### src/rtl/blkcode_pkg.sv
package blkcode_pkg;
    localparam int BYTE_W    = 8;
    localparam int CODE_W    = 16;

    localparam int ID_W      = 6;
    localparam int ID_BYTES  = 3;
    localparam logic [ID_W-1:0] ID_POLY = 6'h19;
    localparam logic [ID_W-1:0] ID_XOR  = 6'h3F;

    localparam int HDR_W     = 16;
    localparam int HDR_BYTES = 10;
    localparam logic [HDR_W-1:0] HDR_POLY = 16'h1021;
    localparam logic [HDR_W-1:0] HDR_XOR  = 16'h0000;

    localparam int BCNT_W = $clog2(HDR_BYTES + 1);

    typedef enum logic [1:0] {
        ST_IDLE  = 2'd0,
        ST_WAIT  = 2'd1,
        ST_SHIFT = 2'd2,
        ST_DONE  = 2'd3
    } bc_state_e;

    typedef enum logic {
        BLK_ID  = 1'b0,
        BLK_HDR = 1'b1
    } blk_kind_e;
endpackage

### src/rtl/bc_crc_lane.sv
module bc_crc_lane #(
    parameter int              W         = 16,
    parameter logic [W-1:0]    POLY      = '0,
    parameter logic [W-1:0]    FINAL_XOR = '0
) (
    input  logic         clk,
    input  logic         rst_n,
    input  logic         clear_i,
    input  logic         step_i,
    input  logic         bit_i,
    output logic [W-1:0] code_nxt_o
);
    logic [W-1:0] rem_q;
    logic [W-1:0] rem_nxt;
    logic         fb;

    always_comb begin
        fb = rem_q[W-1] ^ bit_i;
        if (step_i) begin
            rem_nxt = {rem_q[W-2:0], 1'b0} ^ (fb ? POLY : '0);
        end else begin
            rem_nxt = rem_q;
        end
    end

    always_ff @(posedge clk or negedge rst_n) begin
        if (!rst_n) begin
            rem_q <= '0;
        end else if (clear_i) begin
            rem_q <= '0;
        end else begin
            rem_q <= rem_nxt;
        end
    end

    assign code_nxt_o = rem_nxt ^ FINAL_XOR;


    lane_clear_chk: assert property (@(posedge clk) disable iff (!rst_n)
        clear_i |=> (rem_q == '0));
endmodule

### src/rtl/bc_serializer.sv
module bc_serializer #(
    parameter int BYTE_W = 8
) (
    input  logic              clk,
    input  logic              rst_n,
    input  logic              clear_i,
    input  logic              load_i,
    input  logic [BYTE_W-1:0] byte_i,
    input  logic              step_i,
    output logic              bit_o,
    output logic              last_bit_o
);
    localparam int CNT_W = $clog2(BYTE_W);
    localparam logic [CNT_W-1:0] LAST = CNT_W'(BYTE_W - 1);

    logic [BYTE_W-1:0] sh_q;
    logic [CNT_W-1:0]  cnt_q;

    always_ff @(posedge clk or negedge rst_n) begin
        if (!rst_n) begin
            sh_q  <= '0;
            cnt_q <= '0;
        end else if (clear_i) begin
            sh_q  <= '0;
            cnt_q <= '0;
        end else if (load_i) begin
            sh_q  <= byte_i;
            cnt_q <= '0;
        end else if (step_i) begin
            sh_q  <= {sh_q[BYTE_W-2:0], 1'b0};
            cnt_q <= cnt_q + 1'b1;
        end
    end

    assign bit_o      = sh_q[BYTE_W-1];
    assign last_bit_o = (cnt_q == LAST);


    ser_load_chk: assert property (@(posedge clk) disable iff (!rst_n)
        (load_i && !clear_i) |=> (cnt_q == '0));
endmodule

### src/rtl/bc_ctrl.sv
module bc_ctrl
    import blkcode_pkg::*;
(
    input  logic      clk,
    input  logic      rst_n,
    input  logic      start_i,
    input  logic      kind_i,
    input  logic      mode_i,
    input  logic      byte_valid_i,
    input  logic      last_bit_i,
    output blk_kind_e kind_q,
    output logic      mode_q,
    output logic      clear_o,
    output logic      load_o,
    output logic      step_o,
    output logic      finish_o,
    output logic      ready_o,
    output logic      done_o
);
    localparam logic [BCNT_W-1:0] ID_N  = BCNT_W'(ID_BYTES);
    localparam logic [BCNT_W-1:0] HDR_N = BCNT_W'(HDR_BYTES);

    bc_state_e         state_q, state_nxt;
    logic [BCNT_W-1:0] bcnt_q;
    logic              last_byte;

    assign last_byte = (bcnt_q == ((kind_q == BLK_HDR) ? HDR_N : ID_N));

    always_comb begin
        state_nxt = state_q;
        unique case (state_q)
            ST_IDLE:  if (start_i) state_nxt = ST_WAIT;
            ST_WAIT:  if (start_i) state_nxt = ST_WAIT;
                      else if (byte_valid_i) state_nxt = ST_SHIFT;
            ST_SHIFT: if (start_i) state_nxt = ST_WAIT;
                      else if (last_bit_i && last_byte) state_nxt = ST_DONE;
                      else if (last_bit_i) state_nxt = ST_WAIT;
            ST_DONE:  if (start_i) state_nxt = ST_WAIT;
                      else state_nxt = ST_IDLE;
            default:  state_nxt = ST_IDLE;
        endcase
    end

    always_ff @(posedge clk or negedge rst_n) begin
        if (!rst_n) begin
            state_q <= ST_IDLE;
            bcnt_q  <= '0;
            kind_q  <= BLK_ID;
            mode_q  <= 1'b0;
        end else begin
            state_q <= state_nxt;
            if (start_i) begin
                bcnt_q <= '0;
                kind_q <= blk_kind_e'(kind_i);
                mode_q <= mode_i;
            end else if (load_o) begin
                bcnt_q <= bcnt_q + 1'b1;
            end
        end
    end

    always_comb begin
        clear_o  = start_i;
        ready_o  = 1'b0;
        done_o   = 1'b0;
        load_o   = 1'b0;
        step_o   = 1'b0;
        unique case (state_q)
            ST_IDLE:  ;
            ST_WAIT:  begin
                ready_o = 1'b1;
                load_o  = byte_valid_i && !start_i;
            end
            ST_SHIFT: step_o = !start_i;
            ST_DONE:  done_o = 1'b1;
            default:  ;
        endcase
        finish_o = step_o && last_bit_i && last_byte;
    end


    accept_drop_chk: assert property (@(posedge clk) disable iff (!rst_n)
        (ready_o && byte_valid_i && !start_i) |=> !ready_o);

    start_ready_chk: assert property (@(posedge clk) disable iff (!rst_n)
        start_i |=> ready_o);

    finish_done_chk: assert property (@(posedge clk) disable iff (!rst_n)
        finish_o |=> done_o);
endmodule

### src/rtl/blkcode_unit.sv
module blkcode_unit
    import blkcode_pkg::*;
(
    input  logic              clk,
    input  logic              rst_n,
    input  logic              start_i,
    input  logic              kind_i,
    input  logic              mode_i,
    input  logic              byte_valid_i,
    input  logic [BYTE_W-1:0] byte_i,
    input  logic [CODE_W-1:0] ref_code_i,
    output logic              ready_o,
    output logic              done_o,
    output logic              match_o,
    output logic [CODE_W-1:0] code_o
);
    blk_kind_e        kind_q;
    logic             mode_q;
    logic             clear, load, step, finish, last_bit, ser_bit;
    logic [ID_W-1:0]  id_code_nxt;
    logic [HDR_W-1:0] hdr_code_nxt;
    logic [CODE_W-1:0] code_q;

    bc_ctrl u_ctrl (
        .clk          (clk),
        .rst_n        (rst_n),
        .start_i      (start_i),
        .kind_i       (kind_i),
        .mode_i       (mode_i),
        .byte_valid_i (byte_valid_i),
        .last_bit_i   (last_bit),
        .kind_q       (kind_q),
        .mode_q       (mode_q),
        .clear_o      (clear),
        .load_o       (load),
        .step_o       (step),
        .finish_o     (finish),
        .ready_o      (ready_o),
        .done_o       (done_o)
    );

    bc_serializer #(.BYTE_W(BYTE_W)) u_ser (
        .clk        (clk),
        .rst_n      (rst_n),
        .clear_i    (clear),
        .load_i     (load),
        .byte_i     (byte_i),
        .step_i     (step),
        .bit_o      (ser_bit),
        .last_bit_o (last_bit)
    );

    bc_crc_lane #(.W(ID_W), .POLY(ID_POLY), .FINAL_XOR(ID_XOR)) u_id_lane (
        .clk        (clk),
        .rst_n      (rst_n),
        .clear_i    (clear),
        .step_i     (step),
        .bit_i      (ser_bit),
        .code_nxt_o (id_code_nxt)
    );

    bc_crc_lane #(.W(HDR_W), .POLY(HDR_POLY), .FINAL_XOR(HDR_XOR)) u_hdr_lane (
        .clk        (clk),
        .rst_n      (rst_n),
        .clear_i    (clear),
        .step_i     (step),
        .bit_i      (ser_bit),
        .code_nxt_o (hdr_code_nxt)
    );

    always_ff @(posedge clk or negedge rst_n) begin
        if (!rst_n) begin
            code_q <= '0;
        end else if (finish) begin
            code_q <= (kind_q == BLK_HDR) ? CODE_W'(hdr_code_nxt)
                                          : CODE_W'(id_code_nxt);
        end
    end

    always_comb begin
        code_o  = code_q;
        match_o = 1'b0;
        if (done_o && mode_q) begin
            if (kind_q == BLK_HDR) begin
                match_o = (code_q[HDR_W-1:0] == ref_code_i[HDR_W-1:0]);
            end else begin
                match_o = (code_q[ID_W-1:0] == ref_code_i[ID_W-1:0]);
            end
        end
    end


    done_pulse_chk: assert property (@(posedge clk) disable iff (!rst_n)
        done_o |=> !done_o);

    code_hold_chk: assert property (@(posedge clk) disable iff (!rst_n)
        !$stable(code_o) |-> done_o);

    match_gate_chk: assert property (@(posedge clk) disable iff (!rst_n)
        match_o |-> done_o);

    ready_done_excl_chk: assert property (@(posedge clk) disable iff (!rst_n)
        !(ready_o && done_o));

    id_upper_zero_chk: assert property (@(posedge clk) disable iff (!rst_n)
        (done_o && kind_q == BLK_ID) |-> (code_o[CODE_W-1:ID_W] == '0));
endmodule

### config.mk
export PLATFORM = sky130hd
export DESIGN_NAME = blkcode_unit
export DESIGN_NICKNAME = d
export VERILOG_FILES = /design/src/rtl/blkcode_pkg.sv /design/src/rtl/bc_crc_lane.sv /design/src/rtl/bc_serializer.sv /design/src/rtl/bc_ctrl.sv /design/src/rtl/blkcode_unit.sv
export SDC_FILE = /design/constraint.sdc
export NUM_CORES = 1
export LEC_CHECK = 0
export BUFFER_PORTS_ARGS = -buffer_cell sky130_fd_sc_hd__clkbuf_2
export CORE_MARGIN = 2
export CORE_UTILIZATION = 60
export CTS_CLUSTER_SIZE = 16
export DETAILED_ROUTE_END_ITERATION = 10
export GPL_ROUTABILITY_DRIVEN = 0
export MAX_ROUTING_LAYER = met4
export PLACE_DENSITY = 0.84
export SLEW_MARGIN = 15
export SYNTH_ARGS = -nofsm -noshare
export SYNTH_HDL_FRONTEND = slang
export SYNTH_HIERARCHICAL = 1
export SYNTH_SLANG_ARGS = --single-unit
### constraint.sdc
create_clock -name clk -period 3 [get_ports clk]
set_input_delay 0.3 -clock clk [delete_from_list [all_inputs] [get_ports clk]]
set_output_delay 0.3 -clock clk [all_outputs]
set_load 0.02 [all_outputs]
Word level (Yosys, flattened, before mapping):

Index checks and enable logic that the tools add are counted.

* flip-flop bits (word level): 57
* logic and storage cells: 66
* input port bits: 30
* output and inout port bits: 19

* add/subtract/negate cells: 2
* muxes and demuxes: 30
* reductions and logical operators: 10
* equal/unequal tests: 10
* bitwise logic cells: 5

Operator list (count)
* $mux W16: 3
* $mux W8: 3
* $eq A16 B16 Y1: 1
* $xor A16 B16 Y16: 1
* $mux W13: 1
* $mux W2: 6
* $mux W4: 3
* $mux W6: 2
* $mux W3: 3
* $pmux W2 S4: 1
* $mux W1: 7
* $eq A6 B6 Y1: 1
* $not A6 Y6: 1
* $xor A6 B6 Y6: 1
* $logic_and A1 B1 Y1: 5
* $mux W5: 1
* $add A4 B1 Y4 const B: 1
* $eq A2 B2 Y1 const B: 2
* $eq A4 B4 Y1: 1
* $ne A4 B2 Y1 const B: 1
* $add A3 B1 Y3 const B: 1
* $eq A3 B3 Y1 const B: 1
* $ne A3 B3 Y1 const B: 1
* $reduce_and A3 Y1: 1
* other kinds (7): 8

Longest topological paths before layout:

Gate-level depths: netlist of run 1.

* word-level depth: 6
* gate-level depth with buffers: 7
* mapped depth without buffers: 6

Modules after synthesis:

Netlist of run 1, hierarchy kept.

By module, submodules not included
* blkcode_unit: times used 1, area an instance 852.1 um^2, seq. area each 400.4 um^2, cells an instance 92
* bc_crc_lane (u_hdr_lane): times used 1, area an instance 763.2 um^2, seq. area each 400.4 um^2, cells an instance 61
* bc_serializer: times used 1, area an instance 551.8 um^2, seq. area each 275.3 um^2, cells an instance 47
* bc_ctrl: times used 1, area an instance 444.2 um^2, seq. area each 200.2 um^2, cells an instance 41
* bc_crc_lane (u_id_lane): times used 1, area an instance 307.8 um^2, seq. area each 150.1 um^2, cells an instance 22

Least setup slack after synthesis of run 1:

OpenSTA, ideal clock, no wires.

* path type: register to register
* from: register u_ctrl.state_q[0]
* to: register code_q[1] (netlist: code_o[1])
* slack: 1300 ps
* arrival: 1565 ps
* library setup time: 135 ps
* data required time: 2865 ps
* path buffers: 1
* stages on the path, launching flop included: 6
* period minus slack after synthesis: 1700 ps
* cell sequence: dfrtp_1 nor3b_2 buf_4 mux2_2 mux2i_1 a21oi_1

* elaborated cells between the ends (all ways): 8
* classes of those cells: 1 x eq/ne; 4 x mux; 1 x bitwise; 2 x reduce/logical

RTL lines
* start, declared: line bc_ctrl.sv:23 `bc_state_e state_q, state_nxt;`
* start signal, assigned: line bc_ctrl.sv:51 `state_q <= state_nxt;`
* $eq A2 B2 Y1: line bc_ctrl.sv:68 `unique case (state_q)`
* $mux W1: line bc_ctrl.sv:68
* via step: line blkcode_unit.sv:19 `logic clear, load, step, finish, last_bit, ser_bit;`
* $mux W16: line bc_crc_lane.sv:19 `if (step_i) begin`
* via hdr_code_nxt[1]: line blkcode_unit.sv:21 `logic [HDR_W-1:0] hdr_code_nxt;`
* $mux W16: line blkcode_unit.sv:75 `code_q <= (kind_q == BLK_HDR) ? CODE_W'(hdr_code_nxt)`
* end signal, assigned: line blkcode_unit.sv:75
* end, declared: line blkcode_unit.sv:22 `logic [CODE_W-1:0] code_q;`

The timed path passes the listed nets, and every way through them passes these cells.
A chain may end at the register's enable or synchronous reset.

Worst setup path after layout of run 1:

* from: register u_ctrl.state_q[0]
* to: output match_o

* longest elaborated chain between the ends: 4

RTL lines
* $eq A2 B2 Y1: line bc_ctrl.sv:68
* $mux W1: line bc_ctrl.sv:68
* $logic_and A1 B1 Y1: line blkcode_unit.sv:83 `if (done_o && mode_q) begin`
* $mux W1: line blkcode_unit.sv:83
* end, declared: line blkcode_unit.sv:14 `output logic match_o,`

Every way passes these cells.

==> results of run 1 <==
through the flow:
| stage | hold WS [ns] | total power [mW] | util (%) | worst slack (ns) |
|---|---|---|---|---|
| final | 0.184 | 1.55 | 71.7 | 0.863 |
| after global routing | 0.187 | 1.61 | 71.7 | 0.702 |
| after CTS | 0.173 | 1.57 | 71.7 | 0.849 |
| after detailed placement | 0.259 | 0.965 | 68.1 | 1.01 |
| after global placement | 0.256 | 0.958 | 68.1 | 1.08 |
| after floorplan | 0.00441 | 0.906 | - | 1.30 |
worst max-delay path, cell delays in order, from the launching register on:
cell      delay [ns]
dfrtp_1         0.52
and2_2          0.21
nand2_1         0.06
nor4_1          0.22
nand4_1         0.16
a21oi_1         0.14
clkbuf_2        0.19
area by class of cell:
class	instances	share of cell area, %
flip-flops and latches	57	42.4
multi-input cells	180	40.8
repair buffers	55	8.78
clock buffers	15	4.65
well taps	54	2.01
inverters	12	1.34
cell usage in the layout, fill, tap and decap left out, types with 6 or more instances in the layout:
cell type / count
a211oi_1: 7
a21oi_1: 10
buf_4: 6
clkbuf_2: 48
clkbuf_8: 10
dfrtp_1: 57
inv_1: 12
mux2_1: 9
mux2_2: 6
mux2i_1: 20
nand2_1: 6
nand3_1: 11
nor2_1: 21
nor2b_1: 22
o21ai_0: 11
xnor2_1: 6
xor2_1: 14
state kept, by name (all words and copies together), names as in the netlist:
signal / flops
u_ctrl/state_q: 2
u_ctrl/bcnt_q: 4
u_ctrl/kind_q: 1
u_hdr_lane/rem_q: 16
u_id_lane/rem_q: 6
code_o: 16
u_ctrl/mode_q: 1
u_ser/sh_q: 8
u_ser/cnt_q: 3
kinds of logic after synthesis:
logic type                 after synthesis
DFF                                     57
muxes                                   39
adders and majority gates                3
buffers and inverters                   26
AOI/OAI and AO/OA                       34
xor gates and xnor gates                23
and+or+nand+nor                         81
routing by layer:
metal,up-vias,track usage (%)
met5,-,-
met4,0,11.3
met3,9,5.90
met2,32,37.2
met1,1035,31.7
li1,1004,-
repair_timing:
item / in CTS / in global routing
hold buffers: 1 / 0
setup buffers: 0 / 0
hold endpoints to repair: 17 / 0
where the power goes:
part / internal (mW) / switching, mW / total (mW)
sequential: 0.784 / 0.0267 / 0.811
combinational: 0.0659 / 0.0739 / 0.140
clock: 0.320 / 0.281 / 0.601
worst paths after layout:
| path | depth (start not counted) | slack (ns) | to | start |
|---|---|---|---|---|
| worst min register to register | 1 | 0.52 | u_ctrl/mode_q | u_ctrl/mode_q |
| worst min-delay path | 3 | 0.18 | u_ser/sh_q[0] | byte_i[0] |
| max in group asynchronous | 3 | 1.72 | u_ser/sh_q[7] | rst_n |
| worst max register to register | 4 | 1.09 | u_ser/sh_q[4] | u_ctrl/state_q[1] |
| worst max-delay path | 6 | 0.86 | match_o | u_ctrl/state_q[0] |
| min in group asynchronous | 2 | 0.43 | code_o[13] | rst_n |
==> key figures, run 1 <==
Critical path
  – Critical path required time: around 2.7 ns
  – Largest fanout on the critical path: 6
  – Critical path endpoint category: output pin
  – CP Launch Type: flop
  – Setup Crit Path Kind: flop to output pin
  – Worst endpoint data arrival time: between 1.5 and 2 ns

Global route
  – Gr ovfl total: 0
  – Number of global-route vias before repair: ~2,000
  – Initial antenna violation count: 0
  – Gr usage total: approximately a quarter
  – Largest net degree at the start of global routing: 41
  – First-pass GRT wire length: approximately 9.6 mm

Routing
  – Highest routed metal layer: met4
  – DRT Pass-1 Iters: 4
  – DRT Wirelength: around 5.7 mm
  – Detailed-route DRC error count: 0
  – Total number of vias: roughly 2,100
  – Routed wl met2: about 2.8 mm
  – Vias/cell: 5.58
  – Drt initial violations: ~150
  – Wl on met1: 2.63 mm
  – DR WL/cell: about 15 um
  – Met3 WL post-DR: 192 um
  – Routed Antenna Nets: 0

CTS
  – Post-CTS sizing: 0
  – Clock transition at the registers of the reported paths: ~0.060 ns
  – CTS Sinks: 57
  – H-tree depth: 3
  – CTS Root Cell: clkbuf_8
  – Max Root-Sink Buffers: 2
  – TritonCTS clock tree: yes
  – Worst skew pair latency: about 0.33 ns
  – CTS buffer count: 9

Synth
  – Synth Area in Simple Gates: 15.4%
  – Post-synth top area cell: dfrtp_1
  – Largest family of logic cells by synthesized area: simple AND/OR/NAND/NOR gates
  – Post-Synth Adder-Cell Area: between 1 and 1.5%
  – Multiplexer share of the synthesized area: 14.6%
  – Area fraction in compound gates after synthesis: under 10%
  – XOR/XNOR share of the synthesized area: between 8 and 9%
  – Synth cell count leaders: 57 x dfrtp_1, 22 x nor2b_1, 21 x nor2_1
  – EDFF count, synth: 0
  – Ys Warns: 6
  – Synth Instances: about 260
  – Sequential area share after synthesis: between 40% and 50%
  – Post-synth top area share: 48.9%
  – Synth area leaders: dfrtp_1 49%, mux2i_1 6.9%, nor2b_1 4.7%
  – Net count after synthesis: about 300
  – #FFs+latches synth: 57
  – Cell variety after synth: 40
  – Ys flop type: dfrtp_1
  – Top-count cell post-synth: dfrtp_1
  – Synthesized cell area: just under 3000 sq um
  – Avg Cell Area, Syn: 11.1 sq um
  – Ys async rst share: 100%

Placement
  – DP Cell Count: roughly 360
  – Dpl hpwl: around 4 mm
  – Post-DP Area: 3200 sq um
  – Port buffer count: 48

Finish
  – Fill count: approximately 350
  – Number of diodes: 0
  – Multi-input logic area: approximately 1400 sq um
  – Syn-to-layout area delta: 15.2%
  – Finished Cell Area: around 3400 sq um
  – Storage element area: 1430 sq um
  – Post-route non-filler standard cell count: roughly 370
  – Final net count: ~350
  – Share of cells above drive strength 1: 25.1%

Timing
  – Worst slew margin: 45.4%
  – Final Setup Violations: 0
  – RSZ-0062 raised after global routing: no
  – Slew at the pin with the worst max-slew slack: between 0.8 and 0.9 ns
  – Crit share post-route: a little over 70%
  – Peak Freq: between 400 and 500 MHz
  – Sum Neg Setup Slack: 0 ns
  – Max Clock Skew: roughly 0.0054 ns
  – Tmin final: roughly 2.1 ns
  – Final hold vios: 0
  – Final slew viol count: 0

Worst hold path
  – Worst Hold Class: input pin to flop

Floorplanning
  – Die area: around 5400 sq um
  – Top Ports: 49
  – # rows: 25
  – CORE AREA: 4690 sq um
  – Die Span X: about 74 um
  – Starting Density: about 62%
  – Die H: about 74 um

Status
  – Outcome: completed

Run
  – Max-cap violation count: 0

Power
  – Power Density: ~460 nW/um^2
  – Leakage power: 1.66 nW
  – Peak VDD IR: ~0.00033 V
No activity file was read; power rests on OpenSTA's default activity.
==> run 2, diff against run 1 <==
Settings changed: ABC_AREA from default to 1, CORE_UTILIZATION 60 to 51, PLACE_DENSITY 0.84 to 0.76.
Clock period 3 ns to 1.88 ns, I/O delays scaled along.
==> run 2 against run 1 <==
Core utilization fell by 11 points. Routed wire length rose by 26%. Global-route usage fell by 2.4 points. Largest cell class is now multi-input gates. Highest routed layer unchanged.
==> key figures, run 2 <==
Synth
  – EDFF count, synth: 0
  – Ys async rst share: between 90% and 100%
  – Synth area leaders: dfrtp_1 44%, nand2_1 16%, nand3_1 5.9%
  – Post-synth top area cell: dfrtp_1
  – Ys Warns: 6
  – Synthesized cell area: 3240 sq um
  – XOR/XNOR share of the synthesized area: less than 1%
  – Sequential area share after synthesis: between 40% and 50%
  – Synth Instances: ~430
  – Post-Synth Adder-Cell Area: about 1.2%
  – #FFs+latches synth: between 50 and 60
  – Synth Area in Simple Gates: roughly a third
  – Area fraction in compound gates after synthesis: 9.50%
  – Cell variety after synth: 35
  – Synth cell count leaders: 139 x nand2_1, 57 x dfrtp_1, 50 x inv_1
  – Avg Cell Area, Syn: between 7 and 8 sq um
  – Net count after synthesis: about 460
  – Top-count cell post-synth: nand2_1
  – Multiplexer share of the synthesized area: 0.309%
  – Post-synth top area share: between 40 and 50%
  – Ys flop type: dfrtp_1
  – Largest family of logic cells by synthesized area: simple AND/OR/NAND/NOR gates

Floorplanning
  – # rows: 29
  – Top Ports: between 40 and 50
  – Die H: about 84 um
  – Starting Density: between 50% and 60%
  – Die Span X: between 80 and 90 um
  – CORE AREA: about 6200 sq um
  – Die area: 7000 sq um

Critical path
  – R2r startpoint: u_ser/cnt_q[0]
  – Critical path endpoint category: output pin
  – Crit-path leading delay family: simple AND/OR/NAND/NOR gates
  – Worst R2R End: code_o[12]
  – Setup Crit Path Kind: flop to output pin
  – CP bufs+invs: 2
  – Largest fanout on the critical path: 3
  – CP Launch Point: code_o[4]
  – Critical path required time: between 1.5 and 2 ns
  – Critical path's slowest cell: dfrtp_1
  – Slowest stage delay, CP: between 0.4 and 0.5 ns
  – CP cell instances: inv_1 > or2_2 > nand3_1 > nor2_2 > nand2_2 > a21oi_2 > clkbuf_8
  – Reg2reg setup slack: between 0.15 and 0.2 ns
  – Worst endpoint data arrival time: about 1.6 ns
  – CP Launch Type: flop
  – Reg2reg path depth: 9

Power
  – Clock power frac: between 30% and 40%
  – Flop pwr share: between 40% and 50%
  – Peak VDD IR: around 0.00052 V
  – Logic pwr share: between 10% and 20%
  – P_sw: approximately 900 uW
  – Cell-internal power: ~2.1 mW
  – Leakage power: just over 2 nW
  – Power, Total: between 3 and 4 mW
  – Switching Fraction: 29.4%
  – Power Density: between 700 and 800 nW/um^2

Timing
  – Tmin final: 1.83 ns
  – Hold WS: around 0.060 ns
  – Peak Freq: between 500 and 600 MHz
  – Max Clock Skew: roughly 0.0074 ns
  – Slew at the pin with the worst max-slew slack: about 0.44 ns
  – Crit share post-route: a little under 100%
  – Worst slew margin: a little over two thirds
  – Final slew viol count: 0
  – RSZ-0062 raised after global routing: yes
  – Sum Neg Setup Slack: 0 ns
  – Final Setup Violations: 0
  – Final hold vios: 0

Routing
  – DR WL/cell: approximately 13 um
  – Detailed-route DRC error count: 0
  – Total number of vias: around 2,900
  – Drt initial violations: ~170
  – DRT Wirelength: 7.21 mm
  – DRT Pass-1 Iters: 5
  – Vias/cell: 5.13
  – Routed Antenna Nets: 0

Global route
  – Gr ovfl total: 0
  – Number of global-route vias before repair: 2,795
  – First-pass GRT wire length: 12.2 mm
  – Initial antenna violation count: 0
  – Gr usage total: 22.3%
  – Largest net degree at the start of global routing: 29

CTS
  – Worst skew pair latency: ~0.34 ns
  – Max Root-Sink Buffers: 2
  – Clock transition at the registers of the reported paths: approximately 0.070 ns
  – H-tree depth: 3
  – CTS Root Cell: clkbuf_8
  – CTS Sinks: 57
  – TritonCTS clock tree: yes
  – CTS buffer count: 9

Finish
  – Share of cells above drive strength 1: a little over a quarter
  – Final net count: between 500 and 600
  – Number of diodes: 0
  – Syn-to-layout area delta: 17.2%
  – Most frequent cells in the layout: 137 x nand2_1, 57 x dfrtp_1, 48 x inv_1
  – Post-route non-filler standard cell count: 569
  – Final core occ: between 60% and 70%
  – Most common cell after layout, fill and taps aside: nand2_1
  – Fill count: ~560

Worst hold path
  – Worst Hold Endpoint: u_ctrl/kind_q
  – Min-Delay Startpoint: kind_i
  – Worst Hold Class: input pin to flop
  – Hold Path Depth: 3

Run
  – Max-cap violation count: 0

Placement
  – DP Cell Count: 550
  – Dpl hpwl: approximately 5.2 mm
  – Port buffer count: 48

Status
  – Outcome: completed
-- run 2: worst max-delay path by stage --
stage,end,depth (start not counted)
2_1_floorplan,code_o[3],11
3_5_place_dp,code_o[10],9
6_report,match_o,7
4_1_cts,match_o,8
3_3_place_gp,code_o[5],9
5_1_grt,match_o,9
-- run 2: cell families after synthesis --
logic type	after synthesis
buf+inv	70
fa+ha+maj	3
simple gates	245
compound gates	49
xor+xnor	3
flops	57
mux	1
-- run 2: stage by stage --
| step | setup WS [ns] | area, sq um |
|---|---|---|
| after detailed placement | 0.201 | 3560 |
| after CTS | 0.00113 | 3790 |
| after global routing | -0.0292 | 3800 |
| final | 0.0500 | 3800 |
| after global placement | 0.244 | 3560 |
| after floorplan | 0.311 | 3240 |
-- run 2: routing by layer --
metal  GRT usage [%]  up-vias  wire length, um
met3            5.14       14              372
li1                -     1449                -
met4            7.77        0              114
met1            27.1     1373             3190
met2            36.7       85             3540
met5               -        -                0
-- run 2: cell type report --
| cell class | instances | area, sq um | area share (%) |
|---|---|---|---|
| multi-input combinational | 301 | 1490 | 39.1 |
| timing repair buffer | 61 | 374 | 9.85 |
| clock buffer | 13 | 149 | 3.92 |
| sequential | 57 | 1430 | 37.6 |
| inverter | 57 | 226 | 5.96 |
| tap | 77 | 96.3 | 2.54 |
| clock inverter | 3 | 40.0 | 1.05 |
-- run 2: worst min-delay path: stages --
cell,delay (ns)
clkbuf_2,0.07
nand2_1,0.04
o21ai_0,0.06
-- run 2: repair_timing --
item	CTS	global route
hold buffers	1	0
buffers inserted	3	0
hold endpoints to repair	16	0
cloned	0	0
endpoints found under the setup margin	1	6
pin swaps	4	4
resized for setup	4	4
-- run 2: power groups by stage --
stage / clock network [mW] / registers [mW] / logic, mW
after floorplan: 0 / 1.34 / 0.359
after global placement: 0 / 1.35 / 0.494
after detailed placement: 0 / 1.35 / 0.505
after CTS: 1.15 / 1.32 / 0.535
after global routing: 1.23 / 1.33 / 0.602
final: 1.14 / 1.32 / 0.541
==> run 3, diff against run 2 <==
Settings changed: ABC_AREA 1 to 0, CORE_UTILIZATION 51 to 50, PLACE_DENSITY 0.76 to 0.75.
==> run 3 against run 2 <==
The run now ends with hold timing left. Worst setup slack got worse by 0.048 ns. Non-clock buffer count increased by 3. Core utilization increased by 4.3 points. First-iteration DRC count decreased by 13%. Critical path depth decreased by 2. Clock power about the same. Via count decreased by 29%. Final area decreased by 4.3%. Largest cell class unchanged. Largest power group unchanged. Highest routed layer unchanged.
==> key figures, run 3 (synthesis results as in run 1) <==
Power
  – Logic pwr share: around a tenth
  – Power Density: about 740 nW/um^2
  – Clock power frac: a little over two fifths
  – Switching Fraction: a little under a quarter
  – Peak VDD IR: between 0.0006 and 0.0007 V
  – P_sw: between 600 and 700 uW
  – Power, Total: between 2 and 3 mW
  – Cell-internal power: approximately 2.1 mW
  – Flop pwr share: 47.3%
  – Leakage power: 1.75 nW

Finish
  – Most frequent cells in the layout: 55 x dfrtp_1, 47 x clkbuf_2, 22 x nor2b_1
  – Final net count: between 300 and 400
  – Final core occ: between 60 and 70%
  – Share of cells above drive strength 1: between 30% and 40%
  – Finished Cell Area: 3630 sq um
  – Most common cell after layout, fill and taps aside: dfrtp_1
  – Syn-to-layout area delta: 24.5%
  – Fill count: between 400 and 500
  – Number of diodes: 0

Floorplanning
  – CORE AREA: roughly 5600 sq um
  – Die H: 80.4 um
  – Die area: 6460 sq um
  – Die Span X: between 80 and 90 um
  – # rows: 27
  – Top Ports: 49
  – Starting Density: 52.4%

Critical path
  – Slowest stage delay, CP: between 0.3 and 0.4 ns
  – Worst endpoint data arrival time: between 1.5 and 2 ns
  – Setup Crit Path Kind: flop to output pin
  – Critical path's slowest cell: dfrtp_1
  – Reg2reg path depth: 7
  – Worst R2R End: code_o[5]
  – R2r startpoint: u_ctrl/state_q[0]
  – CP Launch Type: flop
  – Critical path required time: 1.69 ns
  – Critical path endpoint category: output pin
  – CP cell instances: xor2_1 > nor4_2 > nand4_1 > a21oi_2 > clkbuf_8
  – Reg2reg setup slack: about 0.03 ns
  – Largest fanout on the critical path: 2

Routing
  – Detailed-route DRC error count: 0
  – Total number of vias: between 2,000 and 2,500
  – DR WL/cell: 15.4 um
  – Routed Antenna Nets: 0
  – Drt initial violations: 147
  – Vias/cell: roughly 5.2
  – DRT Wirelength: roughly 6 mm
  – DRT Pass-1 Iters: 6

Timing
  – Final hold vios: 15
  – Worst slew margin: 52.9%
  – Final slew viol count: 0
  – Peak Freq: between 500 and 600 MHz
  – Final WS setup: 0.00156 ns
  – RSZ-0062 raised after global routing: yes
  – Tmin final: ~1.9 ns
  – Final Setup Violations: 0
  – Slew at the pin with the worst max-slew slack: a little over 0.7 ns
  – Hold WS: -0.0194 ns
  – Crit share post-route: around 100%
  – Max Clock Skew: around 0.0088 ns
  – Sum Neg Setup Slack: 0 ns

CTS
  – Hold_buf cts: 0
  – CTS Sinks: 57
  – Clock transition at the registers of the reported paths: 0.07 ns
  – CTS Root Cell: clkbuf_8
  – Max Root-Sink Buffers: 2
  – H-tree depth: 3
  – CTS buffer count: 9
  – Worst skew pair latency: 0.34 ns
  – TritonCTS clock tree: yes

Global route
  – Gr ovfl total: 0
  – Initial antenna violation count: 0
  – First-pass GRT wire length: 9.86 mm
  – Gr usage total: 20.9%
  – Number of global-route vias before repair: 2,137
  – Largest net degree at the start of global routing: between 50 and 60

Status
  – Outcome: finished, violations left
  – Violated checks: hold timing

Placement
  – Dpl hpwl: approximately 3.9 mm
  – Post-DP Area: 3250 sq um
  – Pre-CTS WS: between 0.1 and 0.15 ns
  – Port buffer count: 48

Worst hold path
  – Worst Hold Class: input pin to async pin

Run
  – Max-cap violation count: 0
-- run 3: through the flow --
stage | hold slack, ns | std cells
4_1_cts | 0.00853 | 395
6_report | -0.0194 | 400
2_1_floorplan | -0.108 | 263
3_5_place_dp | 0.372 | 376
3_3_place_gp | 0.370 | 376
5_1_grt | 0.0283 | 400
-- run 3: final cells by class --
class	instances	area (sq um)	share of cell area [%]
Inverter	12	45.0	1.24
Multi-Input combinational cell	180	1440	39.6
Sequential cell	57	1430	39.3
Timing Repair Buffer	64	437	12.0
Clock inverter	3	40.0	1.10
Tap cell	72	90.1	2.48
Clock buffer	12	155	4.27
-- run 3: how the worst max path moves through the flow --
stage / cells past startpoint / start / slack (ns) / end
3_3_place_gp: 6 / u_ctrl/state_q[0] / 0.20 / match_o
5_1_grt: 5 / code_o[6] / -0.11 / match_o
2_1_floorplan: 5 / u_ctrl/state_q[0] / 0.18 / code_o[1]
4_1_cts: 5 / code_o[10] / -0.03 / match_o
3_5_place_dp: 5 / u_ctrl/state_q[1] / 0.14 / code_o[3]
6_report: 5 / code_o[6] / 0.002 / match_o
-- run 3: worst max-delay path: cells and delay by family (launching register included) --
family                    cells  cell delay [ns]
and+or+nand+nor               2             0.47
DFF                           1             0.39
AOI/OAI and AO/OA             1             0.18
buffers and inverters         1             0.17
xor gates and xnor gates      1             0.15
-- run 3: power by group through the flow --
stage | Combinational [mW] | Sequential [mW] | Clock (mW)
finish | 0.278 | 1.27 | 1.14
global route | 0.306 | 1.27 | 1.24
CTS | 0.261 | 1.27 | 1.16
detailed placement | 0.244 | 1.30 | 0
global placement | 0.242 | 1.30 | 0
floorplan | 0.152 | 1.29 | 0
-- run 3: what timing repair did --
item | in CTS | in global routing
resized for setup | 6 | 18
setup buffers | 4 | 3
gates cloned | 0 | 2
setup endpoints to repair | 1 | 3
pin swaps | 4 | 4
-- run 3: per-layer routing --
layer | global-route usage [%] | wire, um
met1 | 25.4 | 2770
met2 | 32.9 | 3040
met3 | 7.19 | 280
met4 | 7.12 | 55
met5 | - | 0
